`src/rtl/ring_pkg.sv`:
```
package ring_pkg;
  typedef struct packed {
    logic loadInit;
    logic wrPos;
    logic wrLen;
    logic step;
  } ringStrobes_t;
endpackage

```
`src/rtl/ring_ctrl.sv`:
```
module ring_ctrl
  import ring_pkg::*;
#(
  parameter int CNT_W  = 16,
  parameter int DATA_W = 32
) (
  input  logic              stopHeld,
  input  logic              hostWrEn,
  input  logic              hostAddr,
  input  logic [DATA_W-1:0] hostWrData,
  input  logic              initLoad,
  input  logic              advance,
  input  logic [CNT_W-1:0]  posVal,
  input  logic [CNT_W-1:0]  lenVal,
  output ringStrobes_t      strobes,
  output logic [CNT_W-1:0]  wrVal,
  output logic [DATA_W-1:0] hostRdData
);
  localparam int PAD_W = DATA_W - CNT_W;

  logic hostWrOk;

  always_comb begin
    hostWrOk         = hostWrEn && stopHeld && !initLoad;
    strobes.loadInit = initLoad;
    strobes.wrPos    = hostWrOk && (hostAddr == 1'b0);
    strobes.wrLen    = hostWrOk && (hostAddr == 1'b1);
    strobes.step     = advance && !initLoad && !strobes.wrPos;
    wrVal            = hostWrData[CNT_W-1:0];
  end

  always_comb begin
    hostRdData = '0;
    if (stopHeld) begin
      if (hostAddr) hostRdData = {{PAD_W{1'b0}}, lenVal};
      else          hostRdData = {{PAD_W{1'b0}}, posVal};
    end
  end

  always_comb begin
    assert (!(strobes.wrPos && strobes.wrLen))
      else $error("p_single_target_r7");
  end
endmodule

```
`src/rtl/ring_dpath.sv`:
```
module ring_dpath
  import ring_pkg::*;
#(
  parameter int CNT_W = 16
) (
  input  logic             clk,
  input  logic             rstN,
  input  ringStrobes_t     strobes,
  input  logic [CNT_W-1:0] wrVal,
  input  logic [CNT_W-1:0] initCount,
  output logic [CNT_W-1:0] posVal,
  output logic [CNT_W-1:0] lenVal,
  output logic [CNT_W-1:0] descIdx,
  output logic             atLast
);
  localparam logic [CNT_W-1:0] ONE = {{(CNT_W-1){1'b0}}, 1'b1};

  logic [CNT_W-1:0] negCount;
  logic [CNT_W-1:0] firstPos;
  logic [CNT_W-1:0] nextPos;
  logic [CNT_W-1:0] nextLen;

  always_comb begin
    negCount = '0 - initCount;
    firstPos = lenVal + ONE;
    atLast   = (posVal == '0);
    descIdx  = posVal - lenVal - ONE;
  end

  always_comb begin
    nextPos = posVal;
    nextLen = lenVal;
    if (strobes.loadInit) begin
      nextLen = negCount;
      nextPos = negCount + ONE;
    end else begin
      if (strobes.wrLen) nextLen = wrVal;
      if (strobes.wrPos)     nextPos = wrVal;
      else if (strobes.step) nextPos = atLast ? firstPos : posVal + ONE;
    end
  end

  always_ff @(posedge clk or negedge rstN) begin
    if (!rstN) begin
      posVal <= '0;
      lenVal <= '0;
    end else begin
      posVal <= nextPos;
      lenVal <= nextLen;
    end
  end

  p_init_len_r2: assert property (@(posedge clk) disable iff (!rstN)
    strobes.loadInit |=> (lenVal == '0 - $past(initCount)));

  p_step_inc_r3: assert property (@(posedge clk) disable iff (!rstN)
    (strobes.step && !strobes.loadInit && !strobes.wrPos && posVal != '0)
      |=> (posVal == $past(posVal) + ONE));

  p_wrap_reload_r4: assert property (@(posedge clk) disable iff (!rstN)
    (strobes.step && !strobes.loadInit && !strobes.wrPos && posVal == '0)
      |=> (posVal == $past(lenVal) + ONE));

  p_single_ring_r6: assert property (@(posedge clk) disable iff (!rstN)
    (strobes.step && !strobes.loadInit && !strobes.wrPos && !strobes.wrLen &&
     posVal == '0 && lenVal == '1) |=> (posVal == '0));
endmodule

```
`src/rtl/ring_pos_counter.sv`:
```
module ring_pos_counter
  import ring_pkg::*;
#(
  parameter int CNT_W  = 16,
  parameter int DATA_W = 32
) (
  input  logic              clk,
  input  logic              rstN,
  input  logic              stopHeld,
  input  logic              hostWrEn,
  input  logic              hostAddr,
  input  logic [DATA_W-1:0] hostWrData,
  output logic [DATA_W-1:0] hostRdData,
  input  logic              initLoad,
  input  logic [CNT_W-1:0]  initCount,
  input  logic              advance,
  output logic [CNT_W-1:0]  posCount,
  output logic [CNT_W-1:0]  ringLen,
  output logic [CNT_W-1:0]  descIdx,
  output logic              atLast
);
  ringStrobes_t     strobes;
  logic [CNT_W-1:0] wrVal;

  ring_ctrl #(.CNT_W(CNT_W), .DATA_W(DATA_W)) u_ctrl (
    .stopHeld  (stopHeld),
    .hostWrEn  (hostWrEn),
    .hostAddr  (hostAddr),
    .hostWrData(hostWrData),
    .initLoad  (initLoad),
    .advance   (advance),
    .posVal    (posCount),
    .lenVal    (ringLen),
    .strobes   (strobes),
    .wrVal     (wrVal),
    .hostRdData(hostRdData)
  );

  ring_dpath #(.CNT_W(CNT_W)) u_dpath (
    .clk      (clk),
    .rstN     (rstN),
    .strobes  (strobes),
    .wrVal    (wrVal),
    .initCount(initCount),
    .posVal   (posCount),
    .lenVal   (ringLen),
    .descIdx  (descIdx),
    .atLast   (atLast)
  );

  p_len_held_running_r7: assert property (@(posedge clk) disable iff (!rstN)
    (!stopHeld && !initLoad) |=> (ringLen == $past(ringLen)));

  p_read_zero_running_r8: assert property (@(posedge clk) disable iff (!rstN)
    !stopHeld |-> (hostRdData == '0));

  p_init_wins_r9: assert property (@(posedge clk) disable iff (!rstN)
    (initLoad && hostWrEn) |=> (ringLen == '0 - $past(initCount)));
endmodule

```
`config.mk`:
```
export PLATFORM = sky130hd
export DESIGN_NAME = ring_pos_counter
export DESIGN_NICKNAME = d
export VERILOG_FILES = /design/src/rtl/ring_pkg.sv /design/src/rtl/ring_ctrl.sv /design/src/rtl/ring_dpath.sv /design/src/rtl/ring_pos_counter.sv
export SDC_FILE = /design/constraint.sdc
export NUM_CORES = 1
export LEC_CHECK = 0
export ABC_AREA = 0
export ABC_CLOCK_PERIOD_IN_PS = 6400
export CAP_MARGIN = 5
export CORE_MARGIN = 5
export CORE_UTILIZATION = 30
export CTS_CLUSTER_SIZE = 40
export DETAILED_ROUTE_END_ITERATION = 16
export HOLD_SLACK_MARGIN = 0.08
export PLACE_DENSITY_LB_ADDON = 0.08
export SETUP_SLACK_MARGIN = 0.2
export SLEW_MARGIN = 5
export SYNTH_ARGS = -nofsm -noshare
export SYNTH_HDL_FRONTEND = slang
export SYNTH_SLANG_ARGS = --single-unit
```
`constraint.sdc`:
```
create_clock -name clk -period 6.4 [get_ports clk]
set_clock_uncertainty 0.1 [all_clocks]
set_input_delay 0.64 -clock clk [delete_from_list [all_inputs] [get_ports clk]]
set_output_delay 0.64 -clock clk [all_outputs]
set_load 0.05 [all_outputs]
```
## Word-level counts from Yosys, hierarchy flattened

Index checks and enable logic that the tools add are counted.

| storage, ports and cells | value |
|---|---|
| logic and storage cells | 28 |
| bits of input ports | 55 |
| flip-flop bits (word level) | 32 |

| operators by class | value |
|---|---|
| bitwise operators | 1 |
| add/subtract/negate cells | 6 |
| reduce and logical (&&, ||, !) cells | 11 |
| multiplexer cells | 8 |

Operator list:

| kind | number |
|---|---|
| two-way mux 16 bit | 8 |
| adder 16 x 1 -> 16 bit, second input constant | 3 |
| logical NOT 16 bit | 1 |
| subtractor 1 x 16 -> 16 bit, first input constant | 1 |
| subtractor 16 x 1 -> 16 bit, second input constant | 1 |
| subtractor 16 bit | 1 |
| logical AND 1 bit | 6 |
| nonzero test 3 bit | 1 |
| logical NOT 1 bit | 2 |
| nonzero test 2 bit | 1 |
| inverter 1 bit | 1 |

## Logic depth before layout (Yosys ltp)

| depth | value |
|---|---|
| depth after elaboration | 8 |
| depth in mapped cells | 14 |
| gate-level depth less buffers | 10 |

## Hierarchy

Synthesis repeated with hierarchy kept, for this count alone.

| second synthesis, totals | value |
|---|---|
| cell total of the unflattened synthesis | 539 |
| area, all modules | 4180.3 µm² |

By module, submodules not included:

| module | instances | sequential area each (µm²) | cells an instance | area an instance (µm²) |
|---|---|---|---|---|
| ring_dpath | 1 | 800.8 | 465 | 3603.5 |
| ring_ctrl | 1 | 0.0 | 74 | 576.8 |

## Least setup slack after synthesis

Ideal clock, no wire load.

| timing | value |
|---|---|
| path kind | register to output |
| start point | reg u_dpath.lenVal[0] |
| end point | out descIdx[12] |
| buffers on the path | 0 |
| cell stages (with the launch flop) | 11 |
| path slack | 2.300 ns |
| arrival | 3.360 ns |
| path through | dfrtp_1 inv_1 ha_1 fa_1 a21o_1 a21oi_1 o21a_1 nor3_1 a2111oi_0 nor2_1 xnor2_1 |

| on the way | value |
|---|---|
| longest elaborated chain between the ends | 2 |

Ends and longest elaborated chain:

| item | line | text |
|---|---|---|
| from (decl) | ring_dpath.sv:12 | `output logic [CNT_W-1:0] lenVal,` |
| from (signal assigned) | ring_dpath.sv:49 | `lenVal <= nextLen;` |
| subtractor 16 bit | ring_dpath.sv:27 | `descIdx = posVal - lenVal - ONE;` |
| subtractor 16 x 1 -> 16 bit | ring_dpath.sv:27 |  |
| to (decl) | ring_pos_counter.sv:19 | `output logic [CNT_W-1:0] descIdx,` |

No other way between the ends.

## Final worst setup path

| timing | value |
|---|---|
| start point | reg u_dpath.posVal[0] |
| end point | out descIdx[14] |

| on the way | value |
|---|---|
| longest elaborated chain between the ends | 2 |

Ends and longest elaborated chain:

| item | line | text |
|---|---|---|
| from (decl) | ring_dpath.sv:11 | `output logic [CNT_W-1:0] posVal,` |
| from (signal assigned) | ring_dpath.sv:48 | `posVal <= nextPos;` |
| subtractor 16 bit | ring_dpath.sv:27 |  |
| subtractor 16 x 1 -> 16 bit | ring_dpath.sv:27 |  |

No other way between the ends.

==> results_tabular.tex <==
\begin{tabular}{lr}
\hline
Metric & Value \\
\hline
\multicolumn{2}{l}{\textbf{STA}} \\
\quad Minimum period implied by the final worst setup slack & 4.62 ns \\
\quad Finish-stage setup viols & 0 \\
\quad Share of the cycle needed by the critical path after routing & 0.722 \\
\quad Maximum clock frequency & 216 MHz \\
\quad Count of endpoints failing hold in the final timing report & 0 \\
\quad Actual slew at the worst max-slew pin & 1.10 ns \\
\quad Slew HR & 0.263 \\
\quad Worst Slack Setup Final & 1.78 ns \\
\quad Setup repair after global routing missed its margin & false \\
\quad TNS Setup & 0 ns \\
\quad Number of slew-limit violations in the final report & 0 \\
\multicolumn{2}{l}{\textbf{Logic synthesis}} \\
\quad Sequential share of the synthesized area & 0.199 \\
\quad Cell area after synthesis & 0.00402 mm2 \\
\quad \#FFs+latches synth & 32 \\
\quad Main synth FF type & dfrtp\_1 \\
\quad Average footprint of a synthesized cell & 7.93 um2 \\
\quad Synth Instances & 507 \\
\quad Proportion of synthesized flip-flops having asynchronous set or reset & 1.00 \\
\quad Ys Warns & 0 \\
\quad Cell variety after synth & just under 80 \\
\quad Number of flops mapped to enable cells by yosys & 0 \\
\multicolumn{2}{l}{\textbf{Setup path}} \\
\quad Startpoint types & flop \\
\quad Cell with the largest stage delay on the worst path & clkdlybuf4s50\_1 \\
\quad Worst Setup EP & descIdx[14] \\
\quad Critical path launch point & u\_dpath.posVal[0]\$\_DFFE\_PN0P\_ \\
\quad Arrival time worst endpoint & 3.88 ns \\
\quad Reg2reg path depth & 11 \\
\quad Setup slack on the worst flop-to-flop path & 2.96 ns \\
\quad Critical path class & flop to primary output \\
\quad Maximum fanout along the worst path & 7 \\
\quad CP Capture Type & primary output \\
\quad Critical path required time & 5.66 ns \\
\quad Worst reg2reg startpoint & u\_dpath.posVal[8]\$\_DFFE\_PN0P\_ \\
\quad CP cell instances & ha\_1 -> fa\_1 -> a21o\_1 -> a21oi\_1 -> o21a\_1 -> nor3\_1 -> a2111oi\_0 -> nor2\_1 -> o211ai\_1 -> clkdlybuf4s50\_1 \\
\quad Largest stage delay on the critical path & 0.82 ns \\
\quad Worst R2R End & u\_dpath.posVal[12]\$\_DFFE\_PN0P\_ \\
\multicolumn{2}{l}{\textbf{Route}} \\
\quad Post-detailed-route DRC marker count & 0 \\
\quad Total wire length & approximately 13 mm \\
\quad Initial drt markers & between 200 and 250 \\
\quad Antenna Violating Nets Remaining & 0 \\
\quad Detailed-route vias per instance & 5.11 \\
\quad Iteration count of the initial detailed-routing pass & 4 \\
\quad Number of vias after detailed routing & 3,932 \\
\quad WL/cell & 16.5 um \\
\multicolumn{2}{l}{\textbf{Run}} \\
\quad Number of violations of the max-capacitance limit & 0 \\
\multicolumn{2}{l}{\textbf{Layout}} \\
\quad Share of post-route cells with drive strength above 1 & 0.0540 \\
\quad Commonest non-fill, non-tap cells in the layout & 103 x clkdlybuf4s50\_1, 44 x nand2\_1, 36 x o21ai\_0, 34 x a21oi\_1, 32 x dfrtp\_1 \\
\quad Most frequent standard cell in the layout excluding fill and tap cells & clkdlybuf4s50\_1 \\
\quad Nets & 666 \\
\quad Summed area of non-filler cells in the final layout & 0.00526 mm2 \\
\quad Number of fillers in the final layout & 1,433 \\
\quad Count of inserted antenna diode cells & 0 \\
\quad Area taken by multi-input logic gates & 0.00292 mm2 \\
\quad Synth-to-Final Area Change & 30.7\% \\
\quad Sequential standard cell area & 801 um2 \\
\multicolumn{2}{l}{\textbf{Clocking}} \\
\quad Postcts setup bufs & 0 \\
\quad H-Tree Depth & 2 \\
\quad Total of hold buffers inserted after clock tree synthesis & 0 \\
\quad Clock tree from TritonCTS & yes \\
\quad Source-to-sink clock delay at the later pin of the worst-skew pair & 0.28 ns \\
\quad CTS Buffer Depth & 2 \\
\quad CTS clock-pin slew for the worst setup and hold paths & 0.05 ns \\
\quad Root cell of the clock tree & clkbuf\_16 \\
\quad Number of buffers added by the clock tree synthesis step & 5 \\
\quad Clk sinks & 32 \\
\quad Count of instances resized after the clock tree is built & 0 \\
\multicolumn{2}{l}{\textbf{Global routing}} \\
\quad Number of global-route vias before repair & around 3,900 \\
\quad Global route total overflow & 0 \\
\quad Pin count of the biggest net entering global routing & 57 \\
\quad Gr usage total & 0.158 \\
\quad Wire length of the first global-routing pass & 20.8 mm \\
\quad Number of antenna violations at the first check in global routing & 0 \\
\multicolumn{2}{l}{\textbf{Status}} \\
\quad Status & finished, final reports clean \\
\multicolumn{2}{l}{\textbf{Die}} \\
\quad DIE HEIGHT & 126 um \\
\quad Total die area & 0.0158 mm2 \\
\quad Area of the placeable core & 0.0132 mm2 \\
\quad Number of rows in the core area & 42 \\
\quad Starting density of the core & 0.305 \\
\quad Die span in x & 126 um \\
\quad Boundary Pins & 136 \\
\multicolumn{2}{l}{\textbf{Place}} \\
\quad Setup Slack @ Placement & 1.99 ns \\
\quad Routability cong. & roughly 0.83 \\
\quad Placed cell area & 0.00511 mm2 \\
\quad HPWL after DPL & 10.1 mm \\
\quad Port Buffers & between 100 and 150 \\
\multicolumn{2}{l}{\textbf{Worst hold path}} \\
\quad Number of cells on the worst hold path & 2 \\
\quad Worst Hold Launch & u\_dpath.posVal[7]\$\_DFFE\_PN0P\_ \\
\quad Worst hold path type & flop to flop \\
\multicolumn{2}{l}{\textbf{Power and ir drop}} \\
\quad Total power consumption of the routed design & 1410 uW \\
\quad Power density over cell area & 268 mW/mm2 \\
\quad Worst vdd rail ir drop & 0.0805 mV \\
\quad Leak Pwr & 0.00216 uW \\
\hline
\end{tabular}
power breakdown:
part / switching [uW] / total [uW] / internal, uW
Clock: 86.8 / 242 / 155
Sequential: 60.3 / 287 / 227
Combinational: 565 / 877 / 312
routing by layer:
layer	vias up	global-route usage	wire length, um	part of all wire
met4	0	0.0347	105	0.0083
li1	1986	-	-	-
met3	6	0.0233	538	0.042
met2	92	0.250	5820	0.46
met5	-	0	0	0
met1	1848	0.227	6260	0.49
metrics by stage:
stage | cells | hold WS (ns) | utilization
4_1_cts | 769 | 0.569 | 0.399
2_1_floorplan | 522 | 0.244 | -
6_report | 769 | 0.576 | 0.399
3_5_place_dp | 761 | 0.555 | 0.387
3_3_place_gp | 761 | 0.540 | 0.387
5_1_grt | 769 | 0.623 | 0.399
cell type report:
| cell class | count | share of cell area |
|---|---|---|
| clock buffer | 8 | 0.0278 |
| inverter | 26 | 0.0186 |
| multi-input combinational | 419 | 0.556 |
| sequential | 32 | 0.152 |
| tap | 176 | 0.0419 |
| timing repair buffer | 108 | 0.203 |
cells in the mapped netlist (all sizes together), types with 3 or more instances:
cell     number  share of area
nand2        44          0.041
o21ai        36          0.045
a21oi        34          0.042
dfrtp        32           0.20
mux2i        31          0.077
xnor2        27          0.059
buf          26          0.046
inv          26          0.024
nor2         21          0.020
clkbuf       19          0.018
ha           18          0.056
nor2b        18          0.028
xor2         16          0.035
nor3         14          0.017
nand3        13          0.017
nor4         11          0.022
and3         10          0.016
a21o          7          0.013
or3           6          0.011
a22o          5          0.011
a32oi         5          0.013
nand2b        5         0.0078
o211ai        5         0.0093
o22ai         5         0.0078
or2           5         0.0078
a211oi        4         0.0087
a31oi         4         0.0062
nand4         4         0.0078
o21a          4         0.0075
o31ai         4         0.0087
or4           4         0.0084
a2111oi       3          0.016
a211o         3         0.0065
a22oi         3         0.0056
a31o          3         0.0065
a32o          3         0.0075
nor3b         3         0.0068
worst min-delay path by stage:
stage / endpoint / slack [ns]
after CTS: u_dpath.posVal[7]$_DFFE_PN0P_ / 0.57
after global routing: u_dpath.posVal[10]$_DFFE_PN0P_ / 0.62
after detailed placement: u_dpath.posVal[7]$_DFFE_PN0P_ / 0.56
after global placement: u_dpath.posVal[7]$_DFFE_PN0P_ / 0.54
final: u_dpath.posVal[7]$_DFFE_PN0P_ / 0.58
after floorplan: u_dpath.lenVal[0]$_DFFE_PN0P_ / 0.24
cells by family after synthesis:
group           count (synthesis)  share of synthesized area
simple gates                  166                      0.228
compound gates                142                      0.247
buf+inv                        71                     0.0880
xor+xnor                       43                     0.0936
mux                            33                     0.0827
flops                          32                      0.199
fa+ha+maj                      19                     0.0610
other cells                     1                   0.000932
registers in the layout, indices dropped and copies added, names as in the netlist:
signal	count
u_dpath.posVal	16
u_dpath.lenVal	16
critical path, delay by kind of cell (launching register included):
kind | cells | cell delay [ns]
fa+ha+maj | 2 | 0.70
simple gates | 2 | 0.24
compound gates | 5 | 1.36
buf+inv | 1 | 0.82
flops | 1 | 0.47
Power figures use the tool's default switching activity.
